[src/rtl/lpc_tgt_pkg.sv]
package lpc_tgt_pkg;

    typedef enum logic [3:0] {
        ST_IDLE,
        ST_ADDR,
        ST_WDAT_LO,
        ST_WDAT_HI,
        ST_HTAR_A,
        ST_HTAR_B,
        ST_SYNC_WAIT,
        ST_SYNC_OK,
        ST_RDAT_LO,
        ST_RDAT_HI,
        ST_TTAR_A,
        ST_TTAR_B
    } tgt_state_e;

    localparam logic [3:0] START_MEM  = 4'b0000;
    localparam logic [1:0] KIND_MEM   = 2'b01;
    localparam logic [3:0] SYNC_READY = 4'b0000;
    localparam logic [3:0] SYNC_SHORT = 4'b0101;
    localparam logic [3:0] IDLE_NIB   = 4'b1111;

endpackage

[src/rtl/lpc_frame_watch.sv]
module lpc_frame_watch
    import lpc_tgt_pkg::*;
(
    input  logic       clk,
    input  logic       rst_n,
    input  logic       lframe_n,
    input  logic [3:0] lad_in,
    output logic       frame_end,
    output logic       start_is_mem
);

    logic       armed_q;
    logic [3:0] start_q;

    // Keeps the nibble of the most recent clock with the strobe low.
    always_ff @(posedge clk) begin
        if (!rst_n) begin
            armed_q <= 1'b0;
            start_q <= IDLE_NIB;
        end else if (!lframe_n) begin
            armed_q <= 1'b1;
            start_q <= lad_in;
        end else begin
            armed_q <= 1'b0;
        end
    end

    assign frame_end    = lframe_n && armed_q;
    assign start_is_mem = (start_q == START_MEM);

    // a frame ends on a single clock only
    p_frame_end_once_r2: assert property (@(posedge clk) disable iff (!rst_n)
        frame_end |=> !frame_end);

endmodule

[src/rtl/lpc_field_shift.sv]
module lpc_field_shift #(
    parameter int ADDR_W = 32,
    parameter int ID_LSB = 22,
    parameter int ID_W   = 4
) (
    input  logic              clk,
    input  logic              rst_n,
    input  logic              addr_shift,
    input  logic              dlo_load,
    input  logic              dhi_load,
    input  logic [3:0]        lad_in,
    input  logic [ID_W-1:0]   id_strap,
    output logic [ADDR_W-1:0] addr_q,
    output logic              id_hit_next,
    output logic [7:0]        wdata_q
);

    logic [ADDR_W-1:0] addr_next;

    assign addr_next   = {addr_q[ADDR_W-5:0], lad_in};
    assign id_hit_next = (addr_next[ID_LSB +: ID_W] == id_strap);

    always_ff @(posedge clk) begin
        if (!rst_n) begin
            addr_q  <= '0;
            wdata_q <= '0;
        end else begin
            if (addr_shift) addr_q       <= addr_next;
            if (dlo_load)   wdata_q[3:0] <= lad_in;
            if (dhi_load)   wdata_q[7:4] <= lad_in;
        end
    end

endmodule

[src/rtl/lpc_lad_drive.sv]
module lpc_lad_drive
    import lpc_tgt_pkg::*;
(
    input  tgt_state_e state_q,
    input  logic       lframe_n,
    input  logic [7:0] rdata_q,
    output logic [3:0] lad_out,
    output logic       lad_oe
);

    logic drive_phase;

    always_comb begin
        drive_phase = 1'b0;
        lad_out     = IDLE_NIB;
        unique case (state_q)
            ST_SYNC_WAIT: begin drive_phase = 1'b1; lad_out = SYNC_SHORT;   end
            ST_SYNC_OK:   begin drive_phase = 1'b1; lad_out = SYNC_READY;   end
            ST_RDAT_LO:   begin drive_phase = 1'b1; lad_out = rdata_q[3:0]; end
            ST_RDAT_HI:   begin drive_phase = 1'b1; lad_out = rdata_q[7:4]; end
            default:      begin drive_phase = 1'b0; lad_out = IDLE_NIB;     end
        endcase
    end

    // Abort releases the bus within the same clock.
    assign lad_oe = drive_phase && lframe_n;

endmodule

[src/rtl/lpc_mem_target.sv]
module lpc_mem_target
    import lpc_tgt_pkg::*;
#(
    parameter int ADDR_W = 32,
    parameter int ID_LSB = 22,
    parameter int ID_W   = 4
) (
    input  logic              clk,
    input  logic              rst_n,
    input  logic              lframe_n,
    input  logic [3:0]        lad_in,
    output logic [3:0]        lad_out,
    output logic              lad_oe,
    input  logic [ID_W-1:0]   id_strap,
    output logic              mem_req,
    output logic              mem_we,
    output logic [ADDR_W-1:0] mem_addr,
    output logic [7:0]        mem_wdata,
    input  logic              mem_ack,
    input  logic [7:0]        mem_rdata
);

    localparam int ADDR_NIB  = ADDR_W / 4;
    localparam int CNT_W     = $clog2(ADDR_NIB);
    localparam logic [CNT_W-1:0] LAST_NIB = CNT_W'(ADDR_NIB - 1);

    tgt_state_e      state_q, state_d;
    logic [CNT_W-1:0] cnt_q, cnt_d;
    logic            we_q, we_d;
    logic [7:0]      rdata_q;

    logic frame_end, start_is_mem, id_hit_next;
    logic addr_shift, dlo_load, dhi_load;

    lpc_frame_watch u_watch (
        .clk          (clk),
        .rst_n        (rst_n),
        .lframe_n     (lframe_n),
        .lad_in       (lad_in),
        .frame_end    (frame_end),
        .start_is_mem (start_is_mem)
    );

    lpc_field_shift #(
        .ADDR_W (ADDR_W),
        .ID_LSB (ID_LSB),
        .ID_W   (ID_W)
    ) u_shift (
        .clk         (clk),
        .rst_n       (rst_n),
        .addr_shift  (addr_shift),
        .dlo_load    (dlo_load),
        .dhi_load    (dhi_load),
        .lad_in      (lad_in),
        .id_strap    (id_strap),
        .addr_q      (mem_addr),
        .id_hit_next (id_hit_next),
        .wdata_q     (mem_wdata)
    );

    lpc_lad_drive u_drive (
        .state_q  (state_q),
        .lframe_n (lframe_n),
        .rdata_q  (rdata_q),
        .lad_out  (lad_out),
        .lad_oe   (lad_oe)
    );

    // Next-state logic
    always_comb begin
        state_d = state_q;
        cnt_d   = cnt_q;
        we_d    = we_q;
        if (!lframe_n) begin
            state_d = ST_IDLE;
            cnt_d   = '0;
        end else begin
            unique case (state_q)
                ST_IDLE: begin
                    cnt_d = '0;
                    if (frame_end && start_is_mem && lad_in[3:2] == KIND_MEM) begin
                        state_d = ST_ADDR;
                        we_d    = lad_in[1];
                    end
                end
                ST_ADDR: begin
                    cnt_d = cnt_q + 1'b1;
                    if (cnt_q == LAST_NIB) begin
                        if (!id_hit_next) state_d = ST_IDLE;
                        else if (we_q)    state_d = ST_WDAT_LO;
                        else              state_d = ST_HTAR_A;
                    end
                end
                ST_WDAT_LO:   state_d = ST_WDAT_HI;
                ST_WDAT_HI:   state_d = ST_HTAR_A;
                ST_HTAR_A:    state_d = ST_HTAR_B;
                ST_HTAR_B:    state_d = ST_SYNC_WAIT;
                ST_SYNC_WAIT: if (mem_ack) state_d = ST_SYNC_OK;
                ST_SYNC_OK:   state_d = we_q ? ST_TTAR_A : ST_RDAT_LO;
                ST_RDAT_LO:   state_d = ST_RDAT_HI;
                ST_RDAT_HI:   state_d = ST_TTAR_A;
                ST_TTAR_A:    state_d = ST_TTAR_B;
                ST_TTAR_B:    state_d = ST_IDLE;
                default:      state_d = ST_IDLE;
            endcase
        end
    end

    // State register
    always_ff @(posedge clk) begin
        if (!rst_n) begin
            state_q <= ST_IDLE;
            cnt_q   <= '0;
            we_q    <= 1'b0;
            rdata_q <= '0;
        end else begin
            state_q <= state_d;
            cnt_q   <= cnt_d;
            we_q    <= we_d;
            if (mem_req && mem_ack) rdata_q <= mem_rdata;
        end
    end

    // Outputs and field strobes
    always_comb begin
        mem_req    = (state_q == ST_SYNC_WAIT);
        mem_we     = we_q;
        addr_shift = lframe_n && (state_q == ST_ADDR);
        dlo_load   = lframe_n && (state_q == ST_WDAT_LO);
        dhi_load   = lframe_n && (state_q == ST_WDAT_HI);
    end

    // request held until acknowledged
    p_req_hold_r8: assert property (@(posedge clk) disable iff (!rst_n)
        mem_req && !mem_ack && lframe_n |=> mem_req);

    // short-wait SYNC on the bus while the request is open
    p_wait_nibble_r8: assert property (@(posedge clk) disable iff (!rst_n)
        mem_req && lframe_n |-> lad_oe && lad_out == SYNC_SHORT);

    // ready SYNC follows the acknowledge
    p_ready_after_ack_r9: assert property (@(posedge clk) disable iff (!rst_n)
        mem_req && mem_ack && lframe_n |=> !mem_req && lad_out == SYNC_READY);

    // after an abort clock nothing is requested or driven
    p_abort_idle_r11: assert property (@(posedge clk) disable iff (!rst_n)
        !lframe_n |=> !mem_req && !lad_oe);

endmodule

[config.mk]
export PLATFORM = sky130hd
export DESIGN_NAME = lpc_mem_target
export DESIGN_NICKNAME = d
export VERILOG_FILES = /design/src/rtl/lpc_tgt_pkg.sv /design/src/rtl/lpc_frame_watch.sv /design/src/rtl/lpc_field_shift.sv /design/src/rtl/lpc_lad_drive.sv /design/src/rtl/lpc_mem_target.sv
export SDC_FILE = /design/constraint.sdc
export NUM_CORES = 1
export LEC_CHECK = 0
export BUFFER_PORTS_ARGS = -buffer_cell sky130_fd_sc_hd__buf_2
export CORE_UTILIZATION = 45
export CTS_CLUSTER_DIAMETER = 200
export DETAILED_ROUTE_END_ITERATION = 10
export PLACE_DENSITY = 0.75
export SLEW_MARGIN = 30
export SYNTH_ARGS = -nofsm -noshare
export SYNTH_HDL_FRONTEND = slang
export SYNTH_SLANG_ARGS = --single-unit
[constraint.sdc]
create_clock -name clk -period 2.1 [get_ports clk]
set_input_delay 0.42 -clock clk [delete_from_list [all_inputs] [get_ports clk]]
set_output_delay 0.42 -clock clk [all_outputs]
set_load 0.01 [all_outputs]
Word level (Yosys, flattened, before mapping)

Index checks and enable logic that the tools add are counted.

Add/sub/neg operators: 1
Eq/ne operators: 16
Muxes and demuxes: 11
Reductions and logical operators: 15

Operators by type and width:

| kind                  | number |
|---|---|
| $pmux W4 S11          | 1 |
| $eq A4 B3 Y1 const B  | 4 |
| $pmux W4 S4           | 1 |
| $eq A4 B4 Y1 const B  | 3 |
| $mux W4               | 3 |
| $eq A4 B2 Y1 const B  | 2 |
| $logic_and A1 B1 Y1   | 8 |
| $logic_not A4 Y1      | 2 |
| $mux W3               | 2 |
| $pmux W3 S2           | 1 |
| $reduce_and A3 Y1     | 2 |
| $eq A4 B1 Y1 const B  | 1 |
| $eq A4 B4 Y1          | 1 |
| $ne A2 B2 Y1 const B  | 2 |
| $reduce_or A4 Y1      | 1 |
| $add A3 B1 Y3 const B | 1 |
| $eq A3 B3 Y1 const B  | 1 |
| $eq A2 B1 Y1 const B  | 1 |
| $mux W1               | 2 |
| $mux W2               | 1 |
| $ne A2 B1 Y1 const B  | 1 |
| $reduce_and A2 Y1     | 1 |
| $reduce_bool A2 Y1    | 1 |

Bits in registers: 61
Bits of input ports: 20
Output and inout bits: 47
Logic and storage cells: 52

Depth between registers and ports, before layout

Gate-level depths: netlist of run 1.

Depth after elaboration: 5
Depth in mapped cells: 7
Gate-level depth less buffers: 6

Cells and area by module

From an unflattened synthesis of run 1, not the netlist that was laid out.

Cells, all modules: 263
Area total of the unflattened synthesis: 2735.1 sq um

By module, submodules not included:

| module          | instances | cells each | area an instance (sq um) | sequential area each (sq um) |
|---|---|---|---|---|
| lpc_field_shift | 1         | 135        | 1589.0                   | 800.8 |
| lpc_mem_target  | 1         | 99         | 845.8                    | 320.3 |
| lpc_frame_watch | 1         | 17         | 188.9                    | 100.1 |
| lpc_lad_drive   | 1         | 12         | 111.4                    | 0.0 |

Least setup slack after synthesis of run 1

Ideal clock, no wire load.

Path kind: reg2out
Start: reg state_q[3]
End: out lad_oe
Arrival: 1175 ps
Required time: 1680 ps
Setup slack: 505 ps
Cell stages (with the launch flop): 5
Path buffers: 1
Cells stage by stage: dfxtp_1 > buf_2 > inv_1 > nor3_1 > o21a_1

Cells in the longest elaborated chain, start to end: 4
Elaborated cells between the ends (all ways): 7
Classes of those cells: eq/ne: 4; mux: 1; reduce/logical: 2

Ends and longest elaborated chain:

| item                                         | line                  | RTL |
|---|---|---|
| start: declaration                           | lpc_mem_target.sv:27  | `tgt_state_e state_q, state_d;` |
| start signal: assignment                     | lpc_mem_target.sv:117 | `state_q <= state_d;` |
| $eq A4 B3 Y1 or $eq A4 B4 Y1 (tied branches) | lpc_lad_drive.sv:16   | `unique case (state_q)` |
| $reduce_or A4 Y1 (no line) *                 | -                     |  |
| $mux W1 *                                    | lpc_lad_drive.sv:16   |  |
| $logic_and A1 B1 Y1 *                        | lpc_lad_drive.sv:26   | `assign lad_oe = drive_phase && lframe_n;` |
| end: declaration                             | lpc_mem_target.sv:13  | `output logic lad_oe,` |

Mark *: on every way between the ends. The rest lies on a longest branch, timed or not.

Worst setup path after layout of run 1

Start: reg state_q[1]
End: out lad_out[2]

Cells in the longest elaborated chain, start to end: 2
Elaborated cells between the ends (all ways): 5
Classes of those cells: eq/ne: 4; mux: 1

Ends and longest elaborated chain:

| item                                         | line                 | RTL |
|---|---|---|
| $eq A4 B4 Y1 or $eq A4 B3 Y1 (tied branches) | lpc_lad_drive.sv:16  |  |
| $pmux W4 S4 *                                | lpc_lad_drive.sv:16  |  |
| end: declaration                             | lpc_mem_target.sv:12 | `output logic [3:0] lad_out,` |

Marks and branches as above.

==> results of run 1 <==
## timing repair
action / in CTS / in global routing
buffers inserted: 0 / 0
endpoints found under the setup margin: 3 / 0
resized for setup: 2 / 0
## state kept, by name (all words and copies together), names as in the netlist
name,flops
u_shift.addr_q,32
rdata_q,8
u_shift.wdata_q,8
state_q,4
u_watch.start_q,4
cnt_q,3
mem_we,1
u_watch.armed_q,1
## metrics by stage
stage	cell area (um^2)	utilization, %	cells	hold slack, ns
final	3260	58.2	440	0.347
after global routing	3260	58.2	440	0.340
after CTS	3260	58.2	440	0.332
after detailed placement	3050	54.4	424	0.456
after global placement	3050	54.4	424	0.443
after floorplan	2680	-	300	0.436
## power groups by stage
stage	sequential, uW	clock, uW	combinational (uW)
CTS	1160	1100	75.2
finish	1170	1070	74.7
global route	1160	1150	81.0
detailed placement	1190	0	75.4
global placement	1190	0	74.3
floorplan	1190	0	46.4
## layer usage
metal	vias up	GRT usage, %
li1	1136	-
met1	1015	24.7
met2	45	29.9
met3	8	6.21
met4	0	7.64
met5	-	0
## cell families after synthesis
family,synth area share [%]
compound gates,15.9
xor+xnor,1.63
fa+ha+maj,0.933
buf+inv,4.48
flops,45.5
mux,6.77
simple gates,24.8
## cell type report
type | instances | area [um^2]
Clock inverter | 4 | 45.0
Tap cell | 72 | 90.1
Inverter | 3 | 11.3
Fill cell | 547 | 2340
Multi-Input combinational cell | 215 | 1350
Timing Repair Buffer | 73 | 383
Sequential cell | 61 | 1220
Clock buffer | 12 | 165
## worst paths after layout
kind | startpoint | end
setup / recovery | state_q[1]$_SDFFE_PN0P_ | lad_out[2]
hold / removal | mem_rdata[6] | rdata_q[6]$_SDFFE_PN0P_
setup reg to reg | state_q[0]$_SDFFE_PN0P_ | u_shift.addr_q[0]$_SDFFE_PN0P_
hold reg to reg | rdata_q[3]$_SDFFE_PN0P_ | rdata_q[3]$_SDFFE_PN0P_
## cells in the mapped netlist (2+ instances only)
| library cell | instances |
|---|---|
| xnor2_1 | 4 |
| ha_1 | 2 |
| dfxtp_1 | 61 |
| a21boi_1 | 11 |
| a21boi_0 | 29 |
| nand2_1 | 82 |
| buf_4 | 2 |
| inv_1 | 3 |
| nor2b_1 | 10 |
| nand3_1 | 12 |
| nor3_1 | 2 |
| nor2_1 | 6 |
| clkbuf_1 | 6 |
| or3_1 | 2 |
| a21oi_1 | 10 |
| nand2b_1 | 2 |
| buf_2 | 12 |
| nor3_2 | 2 |
| o21ai_0 | 3 |
| mux2i_1 | 17 |
## worst max-delay path: stages, from the launching register on
cell and delay, ns:
dfxtp_2 0.51, and3_1 0.34, and2_1 0.18, a21oi_1 0.04, buf_2 0.14
==> results.ini, run 1 <==
[run_status]
outcome = finished clean

[die]
die_area_mm2 = 0.00627
initial_utilization_pct = 47.8
dieWidth_um = 79.2
rows = 27
dieHeight_um = 79.2
ios = 67
core_area_mm2 = 0.00561

[power]
internal_power_uw = 1840
power_frac_clock_pct = 46.3
ir_worst_vdd_mv = 0.402
p_sw_uw = 469
switching_share_pct = 20.3
finalPower_uw = 2310
combPwrFrac_pct = 3.2
pwr-share-seq_pct = 50.5
p_per_area_mw_per_mm2 = 707
power_leakage_uw = 0.00127

[drt]
highest_layer = met4
drt-met1-wl_mm = 2.66
route.met3.wl_um = 273
drtPass1Iterations = 4
wl_mm = 5.57
detail_route.wl_per_cell_um = 12.7
vias = 2204
routed_via_density = 5.01
drt_iter0_drc = 107
post-route-drc-count = 0
ant_nets = 0
wl_met2_mm = 2.57

[global_route]
grtUsageTotal_pct = 19.3
grt_pass1_vias = 2066
grt-ovfl-total = 0
grt_pass1_wl_mm = 9.41
antenna_found_initial = 0
grt_max_degree = 55

[run]
maxCapViolCount = 0

[cells_and_area]
layout_common_cells = 82 x nand2_1, 66 x buf_2, 59 x dfxtp_1
n_antenna_cell = 0
syn_to_final_growth_pct = 21.7
drive_gt1_share_pct = 27.4
final_common_cell = nand2_1
nNetsFinal = 385

[worst_setup_path]
path_max_fanout = 15
rrSetupSlack_ns = 0.40
start_kind = flip-flop
r2r_cells = 5
worst_ep_arrival_time_ns = 1.53
end_kind = output pin
required_ns = 1.68
critPathKind = flip-flop to output pin

[clock_tree]
htreeDepth = 3
cts_tree = done
clkLatencyLatePin_ns = 0.33
ctsHoldBuffers = 0
root_buffer = clkbuf_8
clk_pin_slew_worst_paths_ns = 0.06
cts_buffer_depth = 2
cts_num_sinks = 61
numCtsBuffers = 9

[sta]
worstMarginPinSlew_ns = 0.447
min_period_over_period_pct = 93.0
setup_tns_ns = 0
setup_viol = 0
layout_setup_ws_ns = 0.147
fmax_ghz = 0.512
rsz0062_at_grt = no
fin_skew_ns = 0.00526
fin_crit_ns = 1.95
slew_headroom_pct = 70.1
maxSlewViolCount = 0
hold_viol = 0

[placement]
io_buffers = 66
routabilityCongestion = 0.787
hpwl_mm = 3.83
preCtsSetupSlack_ns = 0.300

[synthesis]
ys_types = 42
synth_ff_type = dfxtp_1
synth.largest_area_cell = dfxtp_1
synth-edff-count = 0
async_flop_share_pct = 0
synth_top_area_share_pct = 45.5
synthCells = 300
syn_nets = 322
ys.warnings.count = 0
syn_area_mm2 = 0.00268
synthTopCellsByArea = dfxtp_1 46%, nand2_1 11%, a21boi_0 8.1%, mux2i_1 6.3%, a21boi_1 3.1%
avgSynthCellArea_um2 = 8.94
ys_seq_area_share_pct = 45.5
ys_seq_elements = 61

[min_path]
worstHoldPathCells = 3
hold_path_class = input pin to flip-flop

No activity file was read; power rests on OpenSTA's default activity.
==> inputs of run 2 (changes only) <==
Settings changed: BUFFER_PORTS_ARGS -buffer_cell sky130_fd_sc_hd__buf_2 to -buffer_cell sky130_fd_sc_hd__clkbuf_2, SLEW_MARGIN 30 to 20.
==> run 2 against run 1 <==
Effect of this change:
- utilization about the same
- via count increased by 2.9%
- flip-flop and latch count unchanged
- worst hold slack got worse by 0.013 ns
- non-clock buffer count increased by 2
- clock power about the same
- cell count increased by 0.23%
- worst setup slack got worse by 0.0085 ns
- wire length increased by 6.1%
- register-to-register slack got worse by 0.09 ns
- count of clock-buffer cells in the layout decreased by 1
- critical path type unchanged
- critical endpoint is now lad_out[0]
==> results.ini, run 2 (same netlist as run 1, synthesis figures left out) <==
[cells_and_area]
n_antenna_cell = 0  ; unchanged
nNetsFinal = 387  ; was 385
syn_to_final_growth_pct = 21.8  ; was 21.7%
largest_reg_flops = 32  ; unchanged
finish.utilization_pct = 58.3  ; was 58.2%
largest-register = u_shift.addr_q  ; unchanged
fillCellCount = 541  ; was 547
drive_gt1_share_pct = 27.4  ; about the same
final_common_cell = nand2_1  ; unchanged
layout_common_cells = 82 x nand2_1, 66 x clkbuf_2, 60 x dfxtp_1  ; was 82 x nand2_1, 66 x buf_2, 59 x dfxtp_1
largest_registers = u_shift.addr_q: 32 flops, rdata_q: 8 flops, u_shift.wdata_q: 8 flops  ; unchanged

[global_route]
grt-ovfl-total = 0  ; unchanged
grt_pass1_vias = 2084  ; was 2066
grt_max_degree = 55  ; unchanged
grt_pass1_wl_mm = 9.80  ; was 9.41 mm
grtUsageTotal_pct = 20.2  ; was 19.3%
antenna_found_initial = 0  ; unchanged

[worst_setup_path]
worst_ep_arrival_time_ns = 1.54  ; was 1.53 ns
critPathKind = flip-flop to output pin  ; unchanged
start_kind = flip-flop  ; unchanged
cp_slowest_stage_delay_ns = 0.59  ; was 0.51 ns
cp_slowest_cell = dfxtp_1  ; was dfxtp_2
crit_chain = buf_4, mux2i_1, a21oi_1, clkbuf_2  ; was and3_1, and2_1, a21oi_1, buf_2
end_kind = output pin  ; unchanged
required_ns = 1.68  ; about the same
path_max_fanout = 11  ; was 15

[placement]
routabilityCongestion = 0.826  ; was 0.787
io_buffers = 66  ; unchanged
preCtsSetupSlack_ns = 0.330  ; was 0.300 ns
hpwl_mm = 4.01  ; was 3.83 mm

[clock_tree]
cts_tree = done  ; unchanged
clkLatencyLatePin_ns = 0.32  ; was 0.33 ns
cts_num_sinks = 61  ; unchanged
root_buffer = clkbuf_8  ; unchanged
ctsHoldBuffers = 0  ; unchanged
clk_pin_slew_worst_paths_ns = 0.06  ; about the same
numCtsBuffers = 9  ; unchanged
cts_buffer_depth = 2  ; unchanged
cts_resized = 1  ; was 2
htreeDepth = 3  ; unchanged
post-cts-setup-buffers = 0  ; unchanged

[sta]
maxSlewViolCount = 0  ; unchanged
fin_skew_ns = 0.00404  ; was 0.00526 ns
hold_ws_ns = 0.334  ; was 0.347 ns
layout_setup_ws_ns = 0.138  ; was 0.147 ns
setup_tns_ns = 0  ; unchanged
min_period_over_period_pct = 93.4  ; was 93.0%
slew_headroom_pct = 68.0  ; was 70.1%
rsz0062_at_grt = no  ; unchanged
hold_viol = 0  ; unchanged
fmax_ghz = 0.510  ; was 0.512 GHz
fin_crit_ns = 1.96  ; was 1.95 ns
setup_viol = 0  ; unchanged
worstMarginPinSlew_ns = 0.478  ; was 0.447 ns

[drt]
wl_mm = 5.91  ; was 5.57 mm
post-route-drc-count = 0  ; unchanged
routed_via_density = 5.14  ; was 5.01
detail_route.wl_per_cell_um = 13.4  ; was 12.7 um
drt_iter0_drc = 104  ; was 107
ant_nets = 0  ; unchanged
drtPass1Iterations = 4  ; unchanged
vias = 2267  ; was 2204

[die]
die_area_mm2 = 0.00627  ; unchanged
ios = 67  ; unchanged
core_area_mm2 = 0.00561  ; unchanged
dieWidth_um = 79.2  ; unchanged
dieHeight_um = 79.2  ; unchanged
rows = 27  ; unchanged
initial_utilization_pct = 47.8  ; unchanged

[min_path]
hold_path_class = input pin to flip-flop  ; unchanged

[power]
ir_worst_vdd_mv = 0.428  ; was 0.402 mV
finalPower_uw = 2290  ; was 2310 uW
p_per_area_mw_per_mm2 = 700  ; was 707 mW/mm^2
power_leakage_uw = 0.00124  ; was 0.00127 uW

[run_status]
outcome = finished clean  ; unchanged

[run]
maxCapViolCount = 0  ; unchanged

run 2: final timing paths:
check	startpoint	endpoint	slack [ns]	depth (start not counted)
worst max-delay path	state_q[0]$_SDFFE_PN0P_	lad_out[0]	0.14	4
worst min register to register	cnt_q[2]$_SDFFE_PN0P_	cnt_q[2]$_SDFFE_PN0P_	0.46	2
worst min-delay path	mem_rdata[1]	rdata_q[1]$_SDFFE_PN0P_	0.33	3
worst max register to register	state_q[0]$_SDFFE_PN0P_	u_shift.addr_q[9]$_SDFFE_PN0P_	0.31	5
run 2: per-layer routing:
| layer | global-route usage (%) | up-vias | share of wire (%) |
|---|---|---|---|
| met5 | 0 | - | 0 |
| met4 | 9.27 | 0 | 1.4 |
| met3 | 4.25 | 7 | 4.3 |
| met2 | 32.1 | 48 | 47 |
| met1 | 26.2 | 1070 | 47 |
| li1 | - | 1142 | - |
run 2: per-stage QoR:
stage / instances / area, um^2
detailed placement: 426 / 3070
global route: 441 / 3270
finish: 441 / 3270
floorplan: 300 / 2680
CTS: 441 / 3270
global placement: 426 / 3070
run 2: critical path, delay by kind of cell, from the launching register on:
family / cells / cell delay [ns]
flip-flops: 1 / 0.59
buffers and inverters: 2 / 0.36
multiplexers: 1 / 0.19
AO/OA/AOI/OAI: 1 / 0.08
run 2: report_power, final:
group,switching [uW],leakage (uW),internal (uW)
logic,38.5,0.000641,38.5
registers,3.21,0.000493,1160
clock network,442,0.000101,602
total,484,0.00124,1800
run 2: final cells by class:
| cell class | instances | area (um^2) | area share [%] |
|---|---|---|---|
| Clock buffer | 11 | 151 | 4.63 |
| Tap cell | 72 | 90.1 | 2.76 |
| Multi-Input combinational cell | 215 | 1350 | 41.2 |
| Sequential cell | 61 | 1220 | 37.4 |
| Inverter | 3 | 11.3 | 0.345 |
| Clock inverter | 4 | 47.5 | 1.46 |
| Timing Repair Buffer | 75 | 398 | 12.2 |
==> inputs of run 3 (changes only) <==
Settings changed: ABC_AREA set to 1, PLACE_DENSITY 0.75 to 0.76, SKIP_LAST_GASP set to 1.
==> run 3 against run 2 <==
Effect of this change:
- sequential share of layout area grew 1.6 points
- cell count grew 9.5%
- sequential power is essentially flat
- utilization shrank 1.3 points
- die area shrank 3.7%
- largest power group unchanged
- clock power is essentially flat
- clock skew grew 0.0027 ns
- worst hold slack lost 0.0043 ns
==> results.ini, run 3 <==
[run_status]
outcome = finished clean  ; unchanged

[drt]
drtPass1Iterations = 4  ; unchanged
routed_via_density = 5.10  ; was 5.14
ant_nets = 0  ; unchanged
drt_iter0_drc = 134  ; was 104
detail_route.wl_per_cell_um = 12.2  ; was 13.4 um
vias = 2463  ; was 2267
post-route-drc-count = 0  ; unchanged
wl_mm = 5.91  ; about the same

[sta]
fmax_ghz = 0.507  ; was 0.510 GHz
slew_headroom_pct = 61.5  ; was 68.0%
fin_crit_ns = 1.97  ; was 1.96 ns
hold_viol = 0  ; unchanged
rsz0062_at_grt = no  ; unchanged
setup_tns_ns = 0  ; unchanged
worstMarginPinSlew_ns = 0.577  ; was 0.478 ns
setup_viol = 0  ; unchanged
fin_skew_ns = 0.00669  ; was 0.00404 ns
min_period_over_period_pct = 94.0  ; was 93.4%
maxSlewViolCount = 0  ; unchanged

[worst_setup_path]
r2r_start = state_q[0]$_SDFFE_PN0P_  ; unchanged
path_max_fanout = 4  ; was 11
rrSetupSlack_ns = 0.44  ; was 0.31 ns
critPathKind = flip-flop to output pin  ; unchanged
crit_top_cell = nand2_1
crit_chain = inv_2, nor2_2, nand2_1, nor2_4, nand2_1, o211ai_1, clkbuf_2  ; was buf_4, mux2i_1, a21oi_1, clkbuf_2
critPathBufInv = 2  ; unchanged
r2r_cells = 5  ; unchanged
start_kind = flip-flop  ; unchanged
cp_slowest_stage_delay_ns = 0.37  ; was 0.59 ns
cp_slowest_cell = dfxtp_2  ; was dfxtp_1
worst_ep_arrival_time_ns = 1.55  ; was 1.54 ns
required_ns = 1.68  ; about the same
crit_family = simple AND/OR/NAND/NOR gates  ; was flip-flops
end_kind = output pin  ; unchanged
r2r_end = u_shift.addr_q[18]$_SDFFE_PN0P_  ; was u_shift.addr_q[9]$_SDFFE_PN0P_

[synthesis]
synth_common_cells = 71 x nand2_1, 61 x dfxtp_1, 56 x a21oi_1  ; was 82 x nand2_1, 61 x dfxtp_1, 29 x a21boi_0
syn_area_mm2 = 0.00258  ; was 0.00268 mm^2
syn_nets = 362  ; was 322
avgSynthCellArea_um2 = 7.58  ; was 8.94 um^2
ys_seq_area_share_pct = 47.4  ; was 45.5%
async_flop_share_pct = 0  ; unchanged
yosysMostFrequentCell = nand2_1  ; unchanged
ys_types = 26  ; was 42
synth_ff_type = dfxtp_1  ; unchanged
ys.warnings.count = 0  ; unchanged
synthTopCellsByArea = dfxtp_1 47%, a21oi_1 11%, nand2_1 10%, nand3_1 7.4%, inv_1 3.8%  ; was dfxtp_1 46%, nand2_1 11%, a21boi_0 8.1%, mux2i_1 6.3%, a21boi_1 3.1%
synthCells = 340  ; was 300
ys_seq_elements = 61  ; unchanged
synth-edff-count = 0  ; unchanged
synth_top_area_share_pct = 47.4  ; was 45.5%
synth.largest_area_cell = dfxtp_1  ; unchanged

[global_route]
grtUsageTotal_pct = 20.8  ; was 20.2%
antenna_found_initial = 0  ; unchanged
grt_pass1_wl_mm = 9.80  ; about the same
grt-ovfl-total = 0  ; unchanged
grt_pass1_vias = 2180  ; was 2084
grt_max_degree = 37  ; was 55

[min_path]
hold_path_class = input pin to flip-flop  ; unchanged
worstHoldPathCells = 3  ; unchanged
hold_end = rdata_q[3]$_SDFFE_PN0P_  ; was rdata_q[1]$_SDFFE_PN0P_
min_from = mem_rdata[3]  ; was mem_rdata[1]

[cells_and_area]
n_antenna_cell = 0  ; unchanged
largest-register = u_shift.addr_q  ; unchanged
final_common_cell = nand2_1  ; unchanged
largest_reg_flops = 32  ; unchanged
syn_to_final_growth_pct = 21.6  ; was 21.8%
layout_common_cells = 71 x nand2_1, 66 x clkbuf_2, 60 x dfxtp_1  ; was 82 x nand2_1, 66 x clkbuf_2, 60 x dfxtp_1
largest_registers = u_shift.addr_q: 32 flops, rdata_q: 8 flops, u_shift.wdata_q: 8 flops  ; unchanged
drive_gt1_share_pct = 26.5  ; was 27.4%
nNetsFinal = 428  ; was 387

[clock_tree]
clkLatencyLatePin_ns = 0.34  ; was 0.32 ns
cts_buffer_depth = 2  ; unchanged
ctsHoldBuffers = 0  ; unchanged
cts_tree = done  ; unchanged
numCtsBuffers = 9  ; unchanged
cts_num_sinks = 61  ; unchanged
root_buffer = clkbuf_8  ; unchanged
clk_pin_slew_worst_paths_ns = 0.06  ; about the same
htreeDepth = 3  ; unchanged

[die]
dieHeight_um = 77.7  ; was 79.2 um
rows = 27  ; unchanged
initial_utilization_pct = 46.8  ; was 47.8%
ios = 67  ; unchanged
die_area_mm2 = 0.00604  ; was 0.00627 mm^2
core_area_mm2 = 0.00551  ; was 0.00561 mm^2
dieWidth_um = 77.7  ; was 79.2 um

[power]
finalPower_uw = 2260  ; was 2290 uW
ir_worst_vdd_mv = 0.471  ; was 0.428 mV
p_per_area_mw_per_mm2 = 720  ; was 700 mW/mm^2
power_leakage_uw = 0.00136  ; was 0.00124 uW

[placement]
routabilityCongestion = 0.808  ; was 0.826
hpwl_mm = 4.18  ; was 4.01 mm
io_buffers = 66  ; unchanged

[run]
maxCapViolCount = 0  ; unchanged

-- run 3: cell types whose count changed after synthesis, moves of 14 or more --
cell      change
inv_1        +23
nor2_1       +14
nand3_1      +26
a21boi_0     -29
a21oi_1      +46
mux2i_1      -17
-- run 3: area by class of cell --
type | instances | area [um^2]
Inverter | 34 | 128
Clock buffer | 12 | 145
Fill cell | 536 | 2370
Timing Repair Buffer | 71 | 368
Tap cell | 72 | 90.1
Multi-Input combinational cell | 229 | 1140
Clock inverter | 4 | 47.5
Sequential cell | 61 | 1220
-- run 3: worst register-to-register path, delay by kind of cell, from the launching register on --
kind / cells / cell delay (ns)
compound gates: 2 / 0.31
flops: 1 / 0.54
simple gates: 3 / 0.69
-- run 3: metal layers --
metal / share of wire (%) / vias up / GRT usage, %
met1: 47 / 1130 / 25.6
met5: 0 / - / 0
met4: 1.4 / 0 / 6.98
met2: 47 / 63 / 33.8
met3: 4.4 / 8 / 7.06
li1: - / 1262 / -
-- run 3: how the worst max path moves through the flow --
| stage | end | cells past startpoint | start |
|---|---|---|---|
| floorplan | lad_out[0] | 6 | state_q[3]$_SDFFE_PN0P_ |
| global placement | lad_out[1] | 7 | state_q[3]$_SDFFE_PN0P_ |
| detailed placement | lad_out[3] | 7 | state_q[3]$_SDFFE_PN0P_ |
| CTS | lad_out[3] | 7 | state_q[3]$_SDFFE_PN0P_ |
| global route | lad_out[3] | 7 | state_q[3]$_SDFFE_PN0P_ |
| finish | lad_out[3] | 7 | state_q[3]$_SDFFE_PN0P_ |
-- run 3: cell families (layout without fill, tap and decap cells) --
logic type	Yosys count	after routing	share of synthesized area, %
compound gates	78	78	15.9
fa+ha+maj	2	2	0.970
buf+inv	50	121	8.88
flops	61	61	47.4
simple gates	149	149	26.9
-- run 3: repair_timing --
item                                    in CTS  in global routing
endpoints found under the setup margin       2                  4
gates resized for setup                      1                  2
cloned                                       0                  0
setup buffers                                0                  0
-- run 3: report_power, final --
part,switching [uW],internal [uW]
clock,436,577
combinational,56.3,26.5
sequential,1.58,1160
total,494,1770
-- run 3: per-stage QoR --
stage / utilization, % / cell area (um^2) / cells / hold WS [ns] / setup WS (ns)
final: 57.0 / 3140 / 483 / 0.329 / 0.127
after CTS: 56.9 / 3130 / 483 / 0.321 / 0.0473
after floorplan: - / 2580 / 340 / 0.428 / 0.609
after global placement: 53.3 / 2940 / 467 / 0.443 / 0.447
after detailed placement: 53.3 / 2940 / 467 / 0.452 / 0.358
after global routing: 57.0 / 3140 / 483 / 0.337 / 0.00351
